<file path="src/rtl/mcl_pkg.sv">
package mcl_pkg;

  typedef enum logic {
    SEQ_IDLE = 1'b0,
    SEQ_MOVE = 1'b1
  } seq_state_e;

  localparam int unsigned REG_W    = 8;
  localparam int unsigned FLAG_POS = 7;

endpackage

</file>
<file path="src/rtl/mcl_step_seq.sv">
module mcl_step_seq
  import mcl_pkg::*;
#(
  parameter int unsigned CYL_W    = 8,
  parameter int unsigned STEP_GAP = 4
) (
  input  logic             clk,
  input  logic             rst,
  input  logic             seek_valid,
  input  logic [CYL_W-1:0] seek_cyl,
  output logic             busy,
  output logic             step_pulse,
  output logic             step_dir,
  output logic [CYL_W-1:0] cur_cyl
);

  localparam int unsigned GAP_W = (STEP_GAP > 1) ? $clog2(STEP_GAP) : 1;
  localparam logic [GAP_W-1:0] GAP_LOAD = GAP_W'(STEP_GAP - 1);

  seq_state_e       state_q;
  logic [CYL_W-1:0] tgt_q;
  logic [GAP_W-1:0] gap_q;
  logic [CYL_W-1:0] next_cyl;

  assign next_cyl = step_dir ? (cur_cyl + 1'b1) : (cur_cyl - 1'b1);
  assign busy     = (state_q == SEQ_MOVE);

  always_ff @(posedge clk) begin
    if (rst) begin
      state_q    <= SEQ_IDLE;
      tgt_q      <= '0;
      gap_q      <= '0;
      cur_cyl    <= '0;
      step_pulse <= 1'b0;
      step_dir   <= 1'b0;
    end else begin
      step_pulse <= 1'b0;
      unique case (state_q)
        SEQ_IDLE: begin
          if (seek_valid) begin
            tgt_q <= seek_cyl;
            if (seek_cyl != cur_cyl) begin
              state_q  <= SEQ_MOVE;
              step_dir <= (seek_cyl > cur_cyl);
              gap_q    <= GAP_LOAD;
            end
          end
        end
        SEQ_MOVE: begin
          if (gap_q == '0) begin
            step_pulse <= 1'b1;
            cur_cyl    <= next_cyl;
            gap_q      <= GAP_LOAD;
            if (next_cyl == tgt_q) state_q <= SEQ_IDLE;
          end else begin
            gap_q <= gap_q - 1'b1;
          end
        end
        default: state_q <= SEQ_IDLE;
      endcase
    end
  end

endmodule

</file>
<file path="src/rtl/mcl_flag.sv">
module mcl_flag (
  input  logic clk,
  input  logic rst,
  input  logic media_present,
  input  logic step_pulse,
  output logic chg_flag
);

  always_ff @(posedge clk) begin
    if (rst)                chg_flag <= 1'b1;
    else if (!media_present) chg_flag <= 1'b1;
    else if (step_pulse)    chg_flag <= 1'b0;
  end

endmodule

</file>
<file path="src/rtl/mcl_rd_port.sv">
module mcl_rd_port
  import mcl_pkg::*;
(
  input  logic             clk,
  input  logic             rst,
  input  logic             rd_en,
  input  logic             chg_flag,
  output logic [REG_W-1:0] rd_data
);

  logic [REG_W-1:0] reg_view;

  for (genvar i = 0; i < REG_W; i++) begin : g_bit
    if (i == FLAG_POS) begin : g_flag
      assign reg_view[i] = chg_flag;
    end else begin : g_zero
      assign reg_view[i] = 1'b0;
    end
  end

  always_ff @(posedge clk) begin
    if (rst)        rd_data <= '0;
    else if (rd_en) rd_data <= reg_view;
  end

endmodule

</file>
<file path="src/rtl/media_change_latch.sv">
module media_change_latch
  import mcl_pkg::*;
#(
  parameter int unsigned CYL_W    = 8,
  parameter int unsigned STEP_GAP = 4
) (
  input  logic             clk,
  input  logic             rst,
  input  logic             media_present,
  input  logic             seek_valid,
  input  logic [CYL_W-1:0] seek_cyl,
  input  logic             rd_en,
  output logic [7:0]       rd_data,
  output logic [CYL_W-1:0] cur_cyl,
  output logic             seek_busy,
  output logic             step_pulse,
  output logic             step_dir
);

  logic chg_flag;

  mcl_step_seq #(.CYL_W(CYL_W), .STEP_GAP(STEP_GAP)) u_seq (
    .clk        (clk),
    .rst        (rst),
    .seek_valid (seek_valid),
    .seek_cyl   (seek_cyl),
    .busy       (seek_busy),
    .step_pulse (step_pulse),
    .step_dir   (step_dir),
    .cur_cyl    (cur_cyl)
  );

  mcl_flag u_flag (
    .clk           (clk),
    .rst           (rst),
    .media_present (media_present),
    .step_pulse    (step_pulse),
    .chg_flag      (chg_flag)
  );

  mcl_rd_port u_rd (
    .clk      (clk),
    .rst      (rst),
    .rd_en    (rd_en),
    .chg_flag (chg_flag),
    .rd_data  (rd_data)
  );

endmodule

</file>
<file path="config.mk">
export PLATFORM = sky130hd
export DESIGN_NAME = media_change_latch
export DESIGN_NICKNAME = d
export VERILOG_FILES = /design/src/rtl/mcl_pkg.sv /design/src/rtl/mcl_step_seq.sv /design/src/rtl/mcl_flag.sv /design/src/rtl/mcl_rd_port.sv /design/src/rtl/media_change_latch.sv
export SDC_FILE = /design/constraint.sdc
export NUM_CORES = 1
export LEC_CHECK = 0
export BUFFER_PORTS_ARGS = -buffer_cell sky130_fd_sc_hd__buf_2
export CORE_UTILIZATION = 25
export CTS_CLUSTER_SIZE = 14
export DETAILED_ROUTE_END_ITERATION = 7
export PLACE_DENSITY = 0.39
export SYNTH_ARGS = -nofsm -noshare
export SYNTH_HDL_FRONTEND = slang
export SYNTH_SLANG_ARGS = --single-unit
</file>
<file path="constraint.sdc">
create_clock -name clk -period 2.85 [get_ports clk]
set_clock_uncertainty 0.1 [all_clocks]
set_input_delay 0.4275 -clock clk [delete_from_list [all_inputs] [get_ports clk]]
set_output_delay 0.4275 -clock clk [all_outputs]
set_load 0.02 [all_outputs]
</file>
# Word level (Yosys, flattened, before mapping)
# Cells that the tools add are included.
[op_classes]
n_eq_ne = 4
addsub = 3
n_mux = 11
n_reduce_logical = 7
bitwise = 2
order_cmp = 1
[ops]
columns = ["cell", "n"]
rows = [
  ["adder 8 x 1 -> 8 bit, second input constant", 1],
  ["== test 8 bit", 1],
  ["> comparator 8 bit", 1],
  ["two-way mux 8 bit", 1],
  ["inequality test 8 bit", 1],
  ["subtractor 8 x 1 -> 8 bit, second input constant", 1],
  ["two-way mux 2 bit", 3],
  ["AND reduction 2 bit", 3],
  ["two-way mux 1 bit", 5],
  ["one-hot mux 2 bit (2 select lines)", 1],
  ["OR reduction 2 bit", 2],
  ["AND reduction 3 bit", 1],
  ["zero test 2 bit", 1],
  ["inequality test 2 x 1 -> 1 bit, second input constant", 1],
  ["inequality test 2 bit, second input constant", 1],
  ["NOT 1 bit", 2],
  ["one-hot mux 1 bit (2 select lines)", 1],
  ["subtractor 2 x 1 -> 2 bit, second input constant", 1],
]
[word_totals]
reg_bits = 23
word_cells = 36
out_inout_bits = 19

# Logic depth before layout (Yosys ltp)
# Gate-level depths: netlist of the first run.
[depth]
ltp_word = 6
depth_mapped = 9
ltp_nobuf = 8

# Cells and area by module
# A second synthesis of the first run with hierarchy kept.
[unflattened]
cells_unflattened = 188
hier_area_um2 = 1576.5
[modules_own_cells]
columns = ["mod", "area_per_inst_um2", "cells_per_inst", "n_inst", "seq_area_each_um2"]
rows = [
  ["mcl_step_seq", 1452.6, 174, 1, 420.4],
  ["mcl_rd_port", 90.1, 11, 1, 20.0],
  ["mcl_flag", 33.8, 3, 1, 20.0],
]

# Least setup slack after synthesis of the first run
# Ideal clock, no wire load.
[synth_path]
path_kind = "reg2reg"
start = "register u_seq.step_dir"
end = "register u_seq.state_q (netlist: u_seq.busy)"
stages_incl_launch_ff = 10
arrival_time_ps = 2191
setup_time_ps = 74
slack_ps = 484
synth_period_minus_slack_ps = 2366
t_required_ps = 2676
path_buffers = 1
cell_sequence = "dfxtp_1 > inv_1 > ha_1 > buf_6 > a21oi_4 > nand2_2 > or4_1 > o21ai_0 > nor4_1 > a31oi_1"
[synth_between]
elab_chain_cells = 5
[synth_rtl]
columns = ["element", "line_no", "text"]
rows = [
  ["start: declaration", "mcl_step_seq.sv:13", "output logic step_dir,"],
  ["start signal: assignment", "mcl_step_seq.sv:44", "step_dir <= (seek_cyl > cur_cyl);"],
  ["two-way mux 8 bit", "mcl_step_seq.sv:25", "assign next_cyl = step_dir ? (cur_cyl + 1'b1) : (cur_cyl - 1'b1);"],
  ["== test 8 bit", "mcl_step_seq.sv:54", "if (next_cyl == tgt_q) state_q <= SEQ_IDLE;"],
  ["two-way mux 1 bit", "mcl_step_seq.sv:54", ""],
  ["two-way mux 1 bit", "mcl_step_seq.sv:50", "if (gap_q == '0) begin"],
  ["one-hot mux 1 bit (2 select lines)", "mcl_step_seq.sv:38", "unique case (state_q)"],
  ["end signal: assignment", "mcl_step_seq.sv:43", "state_q <= SEQ_MOVE;"],
  ["end signal: assignment", "mcl_step_seq.sv:54", ""],
  ["end signal: assignment", "mcl_step_seq.sv:59", "default: state_q <= SEQ_IDLE;"],
  ["end: declaration", "mcl_step_seq.sv:20", "seq_state_e state_q;"],
]
# Every way passes these cells.
# A chain may end at the register's enable or synchronous reset.

# Worst setup path in the final report of the first run
[layout_path]
start = "register u_seq.cur_cyl[0]"
end = "register u_seq.state_q (netlist: u_seq.busy)"
[layout_between]
elab_chain_cells = 6
[layout_rtl]
columns = ["element", "line_no", "text"]
rows = [
  ["start: declaration", "mcl_step_seq.sv:14", "output logic [CYL_W-1:0] cur_cyl"],
  ["start signal: assignment", "mcl_step_seq.sv:52", "cur_cyl <= next_cyl;"],
  ["subtractor 8 x 1 -> 8 bit / adder 8 x 1 -> 8 bit (equally long branches)", "mcl_step_seq.sv:25", ""],
  ["two-way mux 8 bit *", "mcl_step_seq.sv:25", ""],
  ["via u_seq.next_cyl[0]", "mcl_step_seq.sv:23", "logic [CYL_W-1:0] next_cyl;"],
  ["== test 8 bit *", "mcl_step_seq.sv:54", ""],
  ["two-way mux 1 bit *", "mcl_step_seq.sv:54", ""],
  ["two-way mux 1 bit *", "mcl_step_seq.sv:50", ""],
  ["one-hot mux 1 bit (2 select lines) *", "mcl_step_seq.sv:38", ""],
]
# The timed path passes the listed nets; every way through them passes the cells marked *.

==> impl_summary.log, run 1 <==
[metrics] Pwr Total: roughly 1.0 mW
[metrics] Max Root-Sink Buffers: 2
[metrics] switching power of the nets: ~0.40 mW
[metrics] ratio of cells with drive above 1 in the final layout: 0.150
[metrics] pre-CTS worst setup slack: between 0.4 and 0.5 ns
[metrics] async set-or-reset flop fraction in the synthesized netlist: 0
[metrics] area added between synthesis and finish: 12.0%
[metrics] smallest setup slack after layout: around 0.48 ns
[metrics] half-perimeter wire length after detailed placement: between 3000 and 4000 µm
[metrics] via count of the first global-routing pass: around 1300
[metrics] area fraction of the dominant cell type after synthesis: 0.284
[metrics] Pins Over Slew Limit: 0
[metrics] number of nets with antenna violations after detailed routing: 0
[metrics] final critical delay including setup and external delays: 2.37 ns
[metrics] # rows: 28
[metrics] vias post-DR: around 1400
[metrics] reported max-cap violation count: 0
[metrics] portion of total power attributed to sequential cells: 0.366
[metrics] final RePlAce weighted congestion: between 0.8 and 0.9
[metrics] remaining design rule violation count: 0
[metrics] number of enable flip-flop cells after synthesis: 0
[metrics] core box area: 6100 µm²
[metrics] total placed instance area: around 1800 µm²
[metrics] Power Dens Cells: around 560 nW/µm²
[metrics] number of hold violations in the final report: 0
[metrics] static leakage: around 0.79 nW
[metrics] capturing element type of the critical path: register
[metrics] # diodes: 0
[metrics] clock network fraction of total power: 0.211
[metrics] Worst setup SP type: register
[metrics] combined global-route utilization of all metal layers: 0.138
[metrics] clock insertion delay at the later pin of the skew report: around 0.27 ns
[metrics] library cell with the largest summed area after synthesis: sky130_fd_sc_hd__dfxtp_1
[metrics] clock tree from TritonCTS: done
[metrics] CP max FO: 6
[metrics] flip-flop and latch area: between 400 and 500 µm²
[metrics] Boundary Pins: 32
[metrics] antenna violations before repair: 0
[metrics] vias per std cell: 4.63
[metrics] Ys Warns: 0
[metrics] Critical Setup Path Class: register to register
[metrics] power share of the combinational group: 0.423
[metrics] biggest area contributors in the synthesized netlist: sky130_fd_sc_hd__dfxtp_1 (28%), sky130_fd_sc_hd__ha_1 (12%), sky130_fd_sc_hd__a21oi_1 (8.3%)
[metrics] sequential cell area fraction in the yosys report: 0.284
[metrics] cell-internal power: 0.626 mW
[metrics] Final TNS setup: 0 ns
[metrics] delay of the slowest critical-path stage: 0.48 ns
[metrics] number of DRC markers in iteration 0: 43
[metrics] average routed wire per standard cell: 13.9 µm
[metrics] global-route wire length before repair: slightly below 7000 µm
[metrics] Top FF cell, synth: sky130_fd_sc_hd__dfxtp_1
[metrics] RSZ-0062 raised after global routing: no
[metrics] number of buffers inserted to repair setup after CTS: 0
[metrics] post-synthesis register bit count: 23
[metrics] data required time at the worst endpoint: between 2 and 3 ns
[metrics] total wirelength of the detailed-routed design: 4180 µm
[metrics] Min-Delay Path Class: input port to register
[metrics] clk sink count: 23
[metrics] clock tree root buffer cell: sky130_fd_sc_hd__clkbuf_8
[metrics] netlist area before placement: approximately 1600 µm²
[metrics] number of unique standard cell types used by synthesis: 41
[metrics] maximum clock frequency: ~420 MHz
[metrics] cell types with the highest counts after synthesis: sky130_fd_sc_hd__a21oi_1 (27), sky130_fd_sc_hd__dfxtp_1 (23), sky130_fd_sc_hd__nand2_1 (22)
[metrics] total area of multi-input combinational cells: 1030 µm²
[metrics] number of levels in the clock H-tree: 1
[metrics] Setup-failing EPs final: 0
[metrics] pin slew with the least headroom to its limit: about 0.72 ns
[metrics] Avg Synthesized Cell Area: between 7 and 8 µm²
[metrics] PostCTS Resize Cnt: 0
[metrics] data arrival time of the critical path: roughly 2.4 ns
[metrics] Initial Utilization: 0.266
[metrics] height of the chip: 82.6 µm
[metrics] Final Cycle Share: 0.830
[metrics] number of buffers inserted during clock tree synthesis: 3
[metrics] die boundary width: slightly above 80 µm
[metrics] hold bufs inserted after CTS: 0
[metrics] Critical-path top delay cell: sky130_fd_sc_hd__fa_1
[metrics] clock slew at reported path FFs: ~0.090 ns
[metrics] # nets final: 256
[metrics] final cell area excluding filler cells: ~1800 µm²
[metrics] worst slew margin relative to its limit: 0.517
[metrics] outcome: finished clean
[metrics] number of buffers added on ports: 24
[metrics] First-pass DRT Iterations: 4
[metrics] Die Outline Area: a little under 7000 µm²
[metrics] Max IR drop VDD: around 0.29 mV
[metrics] Sw Ratio: 0.387
[metrics] worst path cell trace: inv_1 > fa_1 > nor2b_1 > nor2_1 > o21bai_1 > xor3_1 > nor4_1 > a31oi_1
[metrics] post-synthesis instance total: 205
[metrics] number of fill cells in the layout: between 700 and 800
[metrics] total global routing overflow: 0
[metrics] most frequent cell after synthesis: sky130_fd_sc_hd__a21oi_1
[metrics] pin count of the biggest net entering global routing: 24
==> power by group through the flow <==
stage               registers [mW]  logic (mW)  clock network (mW)
global route                 0.379       0.485               0.240
CTS                          0.375       0.437               0.226
detailed placement           0.383       0.435                   0
floorplan                    0.396       0.328                   0
global placement             0.382       0.440                   0
finish                       0.374       0.432               0.215
==> worst paths after layout <==
path | startpoint | endpoint | slack, ns | depth (start not counted)
setup / recovery | u_seq.cur_cyl[0]$_SDFFE_PP0P_ | u_seq.busy$_SDFF_PP0_ | 0.48 | 8
hold / removal | media_present | u_flag.chg_flag$_SDFFE_PP1P_ | 0.24 | 2
setup reg to reg | u_seq.cur_cyl[0]$_SDFFE_PP0P_ | u_seq.busy$_SDFF_PP0_ | 0.48 | 8
hold reg to reg | u_seq.tgt_q[7]$_SDFFE_PP0P_ | u_seq.tgt_q[7]$_SDFFE_PP0P_ | 0.37 | 2
==> logic make-up after synthesis <==
family          count (synthesis)  synth area share
buf+inv                        28            0.0948
mux                             1           0.00617
fa+ha+maj                      16             0.128
other cells                     1           0.00231
xor+xnor                       15            0.0902
flops                          23             0.284
compound gates                 46             0.173
simple gates                   75             0.221
==> cell type report <==
type                    count  area share
clock buffers               4      0.0248
inverters                  12      0.0248
multi-input cells         160       0.567
flip-flops and latches     23       0.253
well taps                  75      0.0516
repair buffers             27      0.0785
==> stage by stage <==
stage / hold WS [ns] / util / instances
detailed placement: 0.365 / 0.291 / 297
global placement: 0.361 / 0.291 / 297
floorplan: 0.337 / - / 211
CTS: 0.233 / 0.298 / 301
global route: 0.246 / 0.298 / 301
finish: 0.239 / 0.298 / 301
==> routing by layer <==
| layer | vias to the layer above | share of wire | global-route usage |
|---|---|---|---|
| met5 | - | 0 | 0 |
| met4 | 0 | 0.0065 | 0.0259 |
| met3 | 2 | 0.032 | 0.0264 |
| met2 | 25 | 0.46 | 0.224 |
| met1 | 639 | 0.50 | 0.190 |
| li1 | 728 | - | - |
==> worst max-delay path: cells and delay by family, from the launching register on <==
| kind | cells | cell delay (ns) |
|---|---|---|
| and+or+nand+nor | 3 | 0.52 |
| adders and majority gates | 1 | 0.48 |
| DFF | 1 | 0.45 |
| AOI/OAI and AO/OA | 2 | 0.33 |
| xor gates and xnor gates | 1 | 0.25 |
| buffers and inverters | 1 | 0.12 |
==> cell usage in the layout (no fill, tap or decap), drive strengths merged, types with 7 or more instances in the layout <==
| cell type | Yosys | final |
|---|---|---|
| a21oi | 28 | 28 |
| xnor2 | 10 | 10 |
| nand3 | 8 | 8 |
| nand2 | 23 | 23 |
| dfxtp | 23 | 23 |
| ha | 15 | 15 |
| conb | 1 | 7 |
| buf | 13 | 27 |
| nor2 | 20 | 20 |
| inv | 12 | 12 |
==> state kept, by name (all words and copies together) (netlist names) <==
signal / cells
u_seq.cur_cyl: 8
u_seq.step_pulse: 1
u_rd.rd_data: 1
u_seq.tgt_q: 8
u_flag.chg_flag: 1
u_seq.gap_q: 2
u_seq.busy: 1
u_seq.step_dir: 1
Note: power is estimated with default switching activity, not from simulation.
==> run 2: changes to the inputs <==
--- a/config.mk
+++ b/config.mk
@@ -9,7 +9,7 @@
 export CORE_UTILIZATION = 25
 export CTS_CLUSTER_SIZE = 14
 export DETAILED_ROUTE_END_ITERATION = 7
-export PLACE_DENSITY = 0.39
+export PLACE_DENSITY = 0.41
 export SYNTH_ARGS = -nofsm -noshare
 export SYNTH_HDL_FRONTEND = slang
 export SYNTH_SLANG_ARGS = --single-unit
==> constraint.sdc (replaced) <==
create_clock -name clk -period 2.1 [get_ports clk]
set_clock_uncertainty 0.1 [all_clocks]
set_input_delay 0.315 -clock clk [delete_from_list [all_inputs] [get_ports clk]]
set_output_delay 0.315 -clock clk [all_outputs]
set_load 0.02 [all_outputs]
==> impl_summary.log, run 2 (synthesis gave the netlist of run 1 again) <==
[metrics] outcome: finished, violations left
[metrics] violations in the final reports: negative setup slack
[metrics] reported max-cap violation count: 0 (unchanged)
[metrics] antenna violations before repair: 0 (unchanged)
[metrics] Setup-failing EPs final: 1 (+1)
[metrics] smallest setup slack after layout: -0.0150 ns (-0.500 ns)
[metrics] ratio of cells with drive above 1 in the final layout: 0.351 (+0.200)
[metrics] final cell area excluding filler cells: 2190 µm² (+21%)
[metrics] Max IR drop VDD: 0.370 mV (+29%)
[metrics] height of the chip: 82.6 µm (unchanged)
[metrics] data required time at the worst endpoint: 2.21 ns (-0.70 ns)
[metrics] leading cell types in the layout, fill and taps excluded: sky130_fd_sc_hd__buf_4 (28), sky130_fd_sc_hd__buf_2 (24), sky130_fd_sc_hd__a21oi_1 (23), sky130_fd_sc_hd__nand2_1 (22), sky130_fd_sc_hd__dfxtp_1 (20)
[metrics] Final Cycle Share: 1.01 (+0.177)
[metrics] most frequent standard cell in the layout excluding fill and tap cells: sky130_fd_sc_hd__buf_4
[metrics] Worst setup SP type: register
[metrics] half-perimeter wire length after detailed placement: 3580 µm (+10%)
[metrics] data arrival time of the critical path: 2.22 ns (-0.20 ns)
[metrics] buffers and inverters on the worst path: 3 (+2)
[metrics] final critical delay including setup and external delays: 2.12 ns (-0.250 ns)
[metrics] First-pass DRT Iterations: 4 (unchanged)
[metrics] hold path startpoint: media_present
[metrics] source of the critical timing path: u_seq.step_dir$_SDFFE_PP0P_
[metrics] hold bufs inserted after CTS: 0 (unchanged)
[metrics] total placed instance area: 1980 µm² (+12%)
[metrics] final RePlAce weighted congestion: 0.769 (-6.0%)
[metrics] launch instance of the worst register-to-register path: u_seq.step_dir$_SDFFE_PP0P_
[metrics] worst path cell trace: inv_8 > buf_4 > ha_4 > buf_4 > nand3_2 > nand2_2 > or4_4 > o21ai_2 > nor4_2 > a31oi_1
[metrics] clock insertion delay at the later pin of the skew report: 0.27 ns (about the same)
[metrics] clock tree from TritonCTS: done
[metrics] average routed wire per standard cell: 14.4 µm (+3.5%)
[metrics] remaining design rule violation count: 0 (unchanged)
[metrics] core box area: 6100 µm² (unchanged)
[metrics] Critical Setup Path Class: register to register
[metrics] # diodes: 0 (unchanged)
[metrics] largest registers ranked by flip-flop count: u_seq.cur_cyl: 8 flops, u_seq.tgt_q: 8 flops, u_seq.gap_q: 2 flops
[metrics] Min-Delay Path Class: input port to register
[metrics] Pins Over Slew Limit: 0 (unchanged)
[metrics] number of nets with antenna violations after detailed routing: 0 (unchanged)
[metrics] total wirelength of the detailed-routed design: 4680 µm (+12%)
[metrics] die boundary width: 82.6 µm (unchanged)
[metrics] Initial Utilization: 0.266 (unchanged)
[metrics] Power Dens Cells: 748 nW/µm² (+33%)
[metrics] clock tree root buffer cell: sky130_fd_sc_hd__clkbuf_8
[metrics] clk sink count: 23 (unchanged)
[metrics] Max Root-Sink Buffers: 2 (unchanged)
[metrics] number of levels in the clock H-tree: 1 (unchanged)
[metrics] CP max FO: 8 (+2)
[metrics] # nets final: 281 (+9.8%)
[metrics] Final TNS setup: -0.0150 ns (-0.0150 ns)
[metrics] Boundary Pins: 32 (unchanged)
[metrics] clock slew at reported path FFs: 0.09 ns (about the same)
[metrics] cell with the most instances on the worst path: sky130_fd_sc_hd__buf_4
[metrics] number of buffers inserted during clock tree synthesis: 3 (unchanged)
[metrics] number of hold violations in the final report: 0 (unchanged)
[metrics] area added between synthesis and finish: 35.2%
[metrics] cell type group with the largest total delay on the critical path: simple AND/OR/NAND/NOR gates
[metrics] vias per std cell: 4.62 (-0.18%)
[metrics] vias post-DR: 1507 (+8.1%)
[metrics] global-route wire length before repair: 7370 µm (+7.0%)
[metrics] total global routing overflow: 0 (unchanged)
[metrics] RSZ-0062 raised after global routing: yes
[metrics] static leakage: 0.949 nW (+21%)
[metrics] maximum clock frequency: 473 MHz (+12%)
[metrics] combined global-route utilization of all metal layers: 0.145 (+0.00741)
[metrics] # rows: 28 (unchanged)
[metrics] number of buffers added on ports: 24 (unchanged)
[metrics] delay of the slowest critical-path stage: 0.49 ns (about the same)
[metrics] number of DRC markers in iteration 0: 25 (-42%)
[metrics] pre-CTS worst setup slack: -0.0915 ns (-0.563 ns)
[metrics] Die Outline Area: 6820 µm² (unchanged)
[metrics] via count of the first global-routing pass: 1451 (+9.3%)
[metrics] pin count of the biggest net entering global routing: 24 (unchanged)
[metrics] Critical-path top delay cell: sky130_fd_sc_hd__or4_4
[metrics] capturing element type of the critical path: register
[run 2: report_power, final]
group | total [mW] | leakage, nW | internal (mW) | switching, mW
logic | 0.833 | 0.736 | 0.396 | 0.436
registers | 0.508 | 0.191 | 0.473 | 0.0356
clock network | 0.299 | 0.0217 | 0.135 | 0.165
[run 2: worst reg2reg max path: stages, from the launching register on]
cell and delay [ns]:
sky130_fd_sc_hd__dfxtp_4 0.40, sky130_fd_sc_hd__inv_8 0.06, sky130_fd_sc_hd__buf_4 0.14, sky130_fd_sc_hd__ha_4 0.15
sky130_fd_sc_hd__buf_4 0.14, sky130_fd_sc_hd__nand3_2 0.06, sky130_fd_sc_hd__nand2_2 0.10, sky130_fd_sc_hd__or4_4 0.49
sky130_fd_sc_hd__o21ai_2 0.17, sky130_fd_sc_hd__nor4_2 0.07, sky130_fd_sc_hd__a31oi_1 0.16
[run 2: area by class of cell]
type / count / area [µm²]
fillers: 661 / 3900
multi-input cells: 160 / 1200
flip-flops and latches: 23 / 469
repair buffers: 52 / 330
well taps: 75 / 93.8
inverters: 12 / 52.6
clock buffers: 3 / 41.3
clock inverters: 1 / 7.51
[run 2: metrics by stage]
step / hold slack [ns] / cells / total power [mW] / util
floorplan: 0.282 / 211 / 1.00 / -
global placement: 0.361 / 321 / 1.25 / 0.325
detailed placement: 0.361 / 321 / 1.24 / 0.325
CTS: 0.116 / 325 / 1.58 / 0.342
global route: 0.124 / 326 / 1.76 / 0.360
finish: 0.126 / 326 / 1.64 / 0.360
[run 2: path summary, 6_finish.rpt]
path / to / cells past startpoint / slack [ns]
worst max-delay path: u_seq.busy$_SDFF_PP0_ / 10 / -0.02
worst min-delay path: u_flag.chg_flag$_SDFFE_PP1P_ / 2 / 0.13
worst max register to register: u_seq.busy$_SDFF_PP0_ / 10 / -0.02
worst min register to register: u_seq.tgt_q[1]$_SDFFE_PP0P_ / 2 / 0.37
[run 2: routing by layer]
metal	part of all wire	GRT usage	vias up	wire length (µm)
met5	0	0	-	0
met4	0.0049	0.0190	0	23
met3	0.036	0.0297	4	168
met2	0.47	0.236	37	2200
met1	0.49	0.203	685	2290
li1	-	-	781	-
[run 2: repair_timing]
action | CTS | global route
pin swaps | 1 | 8
resized for setup | 11 | 21
buffers inserted | 0 | 1
setup endpoints to repair | 2 | 4
==> run 3: changes to the inputs <==
==> constraint.sdc (replaced) <==
create_clock -name clk -period 2.1 [get_ports clk]
set_clock_uncertainty 0.1 [all_clocks]
set_input_delay 0.105 -clock clk [delete_from_list [all_inputs] [get_ports clk]]
set_output_delay 0.105 -clock clk [all_outputs]
set_load 0.02 [all_outputs]
==> impl_summary.log, run 3 (synthesis gave the netlist of run 1 again) <==
[metrics] Min-Delay Path Class: input port to register
[metrics] FF-to-FF path depth: 10 (unchanged)
[metrics] Hold Path Depth: 2 (unchanged)
[metrics] First-pass DRT Iterations: 4 (unchanged)
[metrics] most frequent standard cell in the layout excluding fill and tap cells: sky130_fd_sc_hd__buf_4
[metrics] reported max-cap violation count: 0 (unchanged)
[metrics] average routed wire per standard cell: 14.0 µm (-2.6%)
[metrics] global-route wire length before repair: 7400 µm (+0.37%)
[metrics] vias per std cell: 4.58 (-0.85%)
[metrics] clock insertion delay at the later pin of the skew report: 0.27 ns (about the same)
[metrics] ratio of cells with drive above 1 in the final layout: 0.337 (-0.0134)
[metrics] core box area: 6100 µm² (unchanged)
[metrics] CP max FO: 8 (unchanged)
[metrics] clock tree from TritonCTS: done
[metrics] capturing element type of the critical path: register
[metrics] data arrival time of the critical path: 2.22 ns (about the same)
[metrics] clock tree root buffer cell: sky130_fd_sc_hd__clkbuf_8
[metrics] number of hold violations in the final report: 0 (unchanged)
[metrics] combined global-route utilization of all metal layers: 0.146 (+0.000461)
[metrics] data required time at the worst endpoint: 2.21 ns (about the same)
[metrics] Die Outline Area: 6820 µm² (unchanged)
[metrics] maximum clock frequency: 473 MHz (+0.10%)
[metrics] met1 track utilization from global routing: 0.204 (+0.000659)
[metrics] number of buffers inserted during clock tree synthesis: 3 (unchanged)
[metrics] RSZ-0062 raised after global routing: yes
[metrics] final critical delay including setup and external delays: 2.11 ns (-0.00220 ns)
[metrics] area added between synthesis and finish: 41.3%
[metrics] smallest setup slack after layout: -0.0128 ns (+0.00220 ns)
[metrics] Power Dens Cells: 720 nW/µm² (-3.7%)
[metrics] clk sink count: 23 (unchanged)
[metrics] number of nets with antenna violations after detailed routing: 0 (unchanged)
[metrics] final cell area excluding filler cells: 2290 µm² (+4.6%)
[metrics] busiest metal layer after global routing: met2
[metrics] largest registers ranked by flip-flop count: u_seq.cur_cyl: 8 flops, u_seq.tgt_q: 8 flops, u_seq.gap_q: 2 flops
[metrics] Max IR drop VDD: 0.395 mV (+6.6%)
[metrics] height of the chip: 82.6 µm (unchanged)
[metrics] pin count of the biggest net entering global routing: 24 (unchanged)
[metrics] half-perimeter wire length after detailed placement: 3580 µm (unchanged)
[metrics] number of levels in the clock H-tree: 1 (unchanged)
[metrics] outcome: finished, violations left
[metrics] final RePlAce weighted congestion: 0.769 (unchanged)
[metrics] via count of the first global-routing pass: 1460 (+0.62%)
[metrics] remaining design rule violation count: 0 (unchanged)
[metrics] Final Cycle Share: 1.01 (-0.00105)
[metrics] Boundary Pins: 32 (unchanged)
[metrics] vias post-DR: 1540 (+2.2%)
[metrics] die boundary width: 82.6 µm (unchanged)
[metrics] number of buffers added on ports: 24 (unchanged)
[metrics] violations in the final reports: negative setup slack
[metrics] leading cell types in the layout, fill and taps excluded: sky130_fd_sc_hd__buf_4 (28), sky130_fd_sc_hd__buf_2 (24), sky130_fd_sc_hd__a21oi_1 (23), sky130_fd_sc_hd__nand2_1 (22), sky130_fd_sc_hd__dfxtp_1 (20)
[metrics] worst hold slack: 0.146 ns (+0.0202 ns)
[metrics] Pins Over Slew Limit: 0 (unchanged)
[metrics] pre-CTS worst setup slack: -0.0915 ns (unchanged)
[metrics] # nets final: 291 (+3.6%)
[metrics] number of DRC markers in iteration 0: 34 (+36%)
[metrics] antenna violations before repair: 0 (unchanged)
[metrics] total global routing overflow: 0 (unchanged)
[metrics] clock slew at reported path FFs: 0.09 ns (about the same)
[metrics] static leakage: 0.990 nW (+4.4%)
[metrics] # diodes: 0 (unchanged)
[metrics] total placed instance area: 1980 µm² (unchanged)
[metrics] routing usage on met2: 0.237 (+0.00165)
[metrics] Initial Utilization: 0.266 (unchanged)
[metrics] Worst setup SP type: register
[metrics] # rows: 28 (unchanged)
[metrics] Setup-failing EPs final: 1 (unchanged)
[metrics] Max Root-Sink Buffers: 2 (unchanged)
[metrics] global-route met3 utilization: 0.0286 (-0.00110)
[metrics] total wirelength of the detailed-routed design: 4700 µm (+0.41%)
[metrics] Critical Setup Path Class: register to register
[run 3: report_power, final]
| group | switching (mW) | internal (mW) |
|---|---|---|
| logic | 0.437 | 0.408 |
| registers | 0.0354 | 0.473 |
| clock network | 0.164 | 0.135 |
[run 3: critical path, cell delays in order (launching register included)]
cell and delay (ns):
sky130_fd_sc_hd__dfxtp_4 0.40, sky130_fd_sc_hd__inv_8 0.06, sky130_fd_sc_hd__buf_4 0.14, sky130_fd_sc_hd__ha_4 0.15
sky130_fd_sc_hd__buf_4 0.14, sky130_fd_sc_hd__nand3_2 0.06, sky130_fd_sc_hd__nand2_2 0.10, sky130_fd_sc_hd__or4_4 0.49
sky130_fd_sc_hd__o21ai_2 0.17, sky130_fd_sc_hd__nor4_2 0.07, sky130_fd_sc_hd__a31oi_1 0.16
[run 3: final timing paths]
| check | from | end | slack, ns |
|---|---|---|---|
| min reg2reg | u_seq.tgt_q[1]$_SDFFE_PP0P_ | u_seq.tgt_q[1]$_SDFFE_PP0P_ | 0.37 |
| max reg2reg | u_seq.step_dir$_SDFFE_PP0P_ | u_seq.busy$_SDFF_PP0_ | -0.01 |
| max | u_seq.step_dir$_SDFFE_PP0P_ | u_seq.busy$_SDFF_PP0_ | -0.01 |
| min | rst | u_rd.rd_data[7]$_SDFFE_PP0P_ | 0.15 |
[run 3: layout make-up]
type / instances / area, µm²
inverters: 12 / 52.6
clock buffers: 3 / 41.3
clock inverters: 1 / 7.51
multi-input cells: 160 / 1200
repair buffers: 62 / 430
well taps: 75 / 93.8
flip-flops and latches: 23 / 469
fillers: 652 / 3800
[run 3: metal layers]
layer | wire, µm | up-vias
li1 | - | 800
met1 | 2290 | 696
met2 | 2200 | 37
met3 | 175 | 7
met4 | 36 | 0
met5 | 0 | -
[run 3: metrics by stage]
stage | instances | util | power, mW | setup TNS, ns
4_1_cts | 335 | 0.358 | 1.60 | 0
3_5_place_dp | 321 | 0.325 | 1.24 | -0.0952
6_report | 336 | 0.376 | 1.65 | -0.0128
3_3_place_gp | 321 | 0.325 | 1.25 | -0.0726
2_1_floorplan | 211 | - | 1.00 | 0
5_1_grt | 336 | 0.376 | 1.77 | -0.165
[run 3: timing repair]
item / in CTS / in global routing
hold buffers: 10 / 0
pin swaps: 1 / 8
setup endpoints to repair: 2 / 4
buffers inserted: 0 / 1
endpoints found under the hold margin: 10 / 0
gates resized for setup: 11 / 21
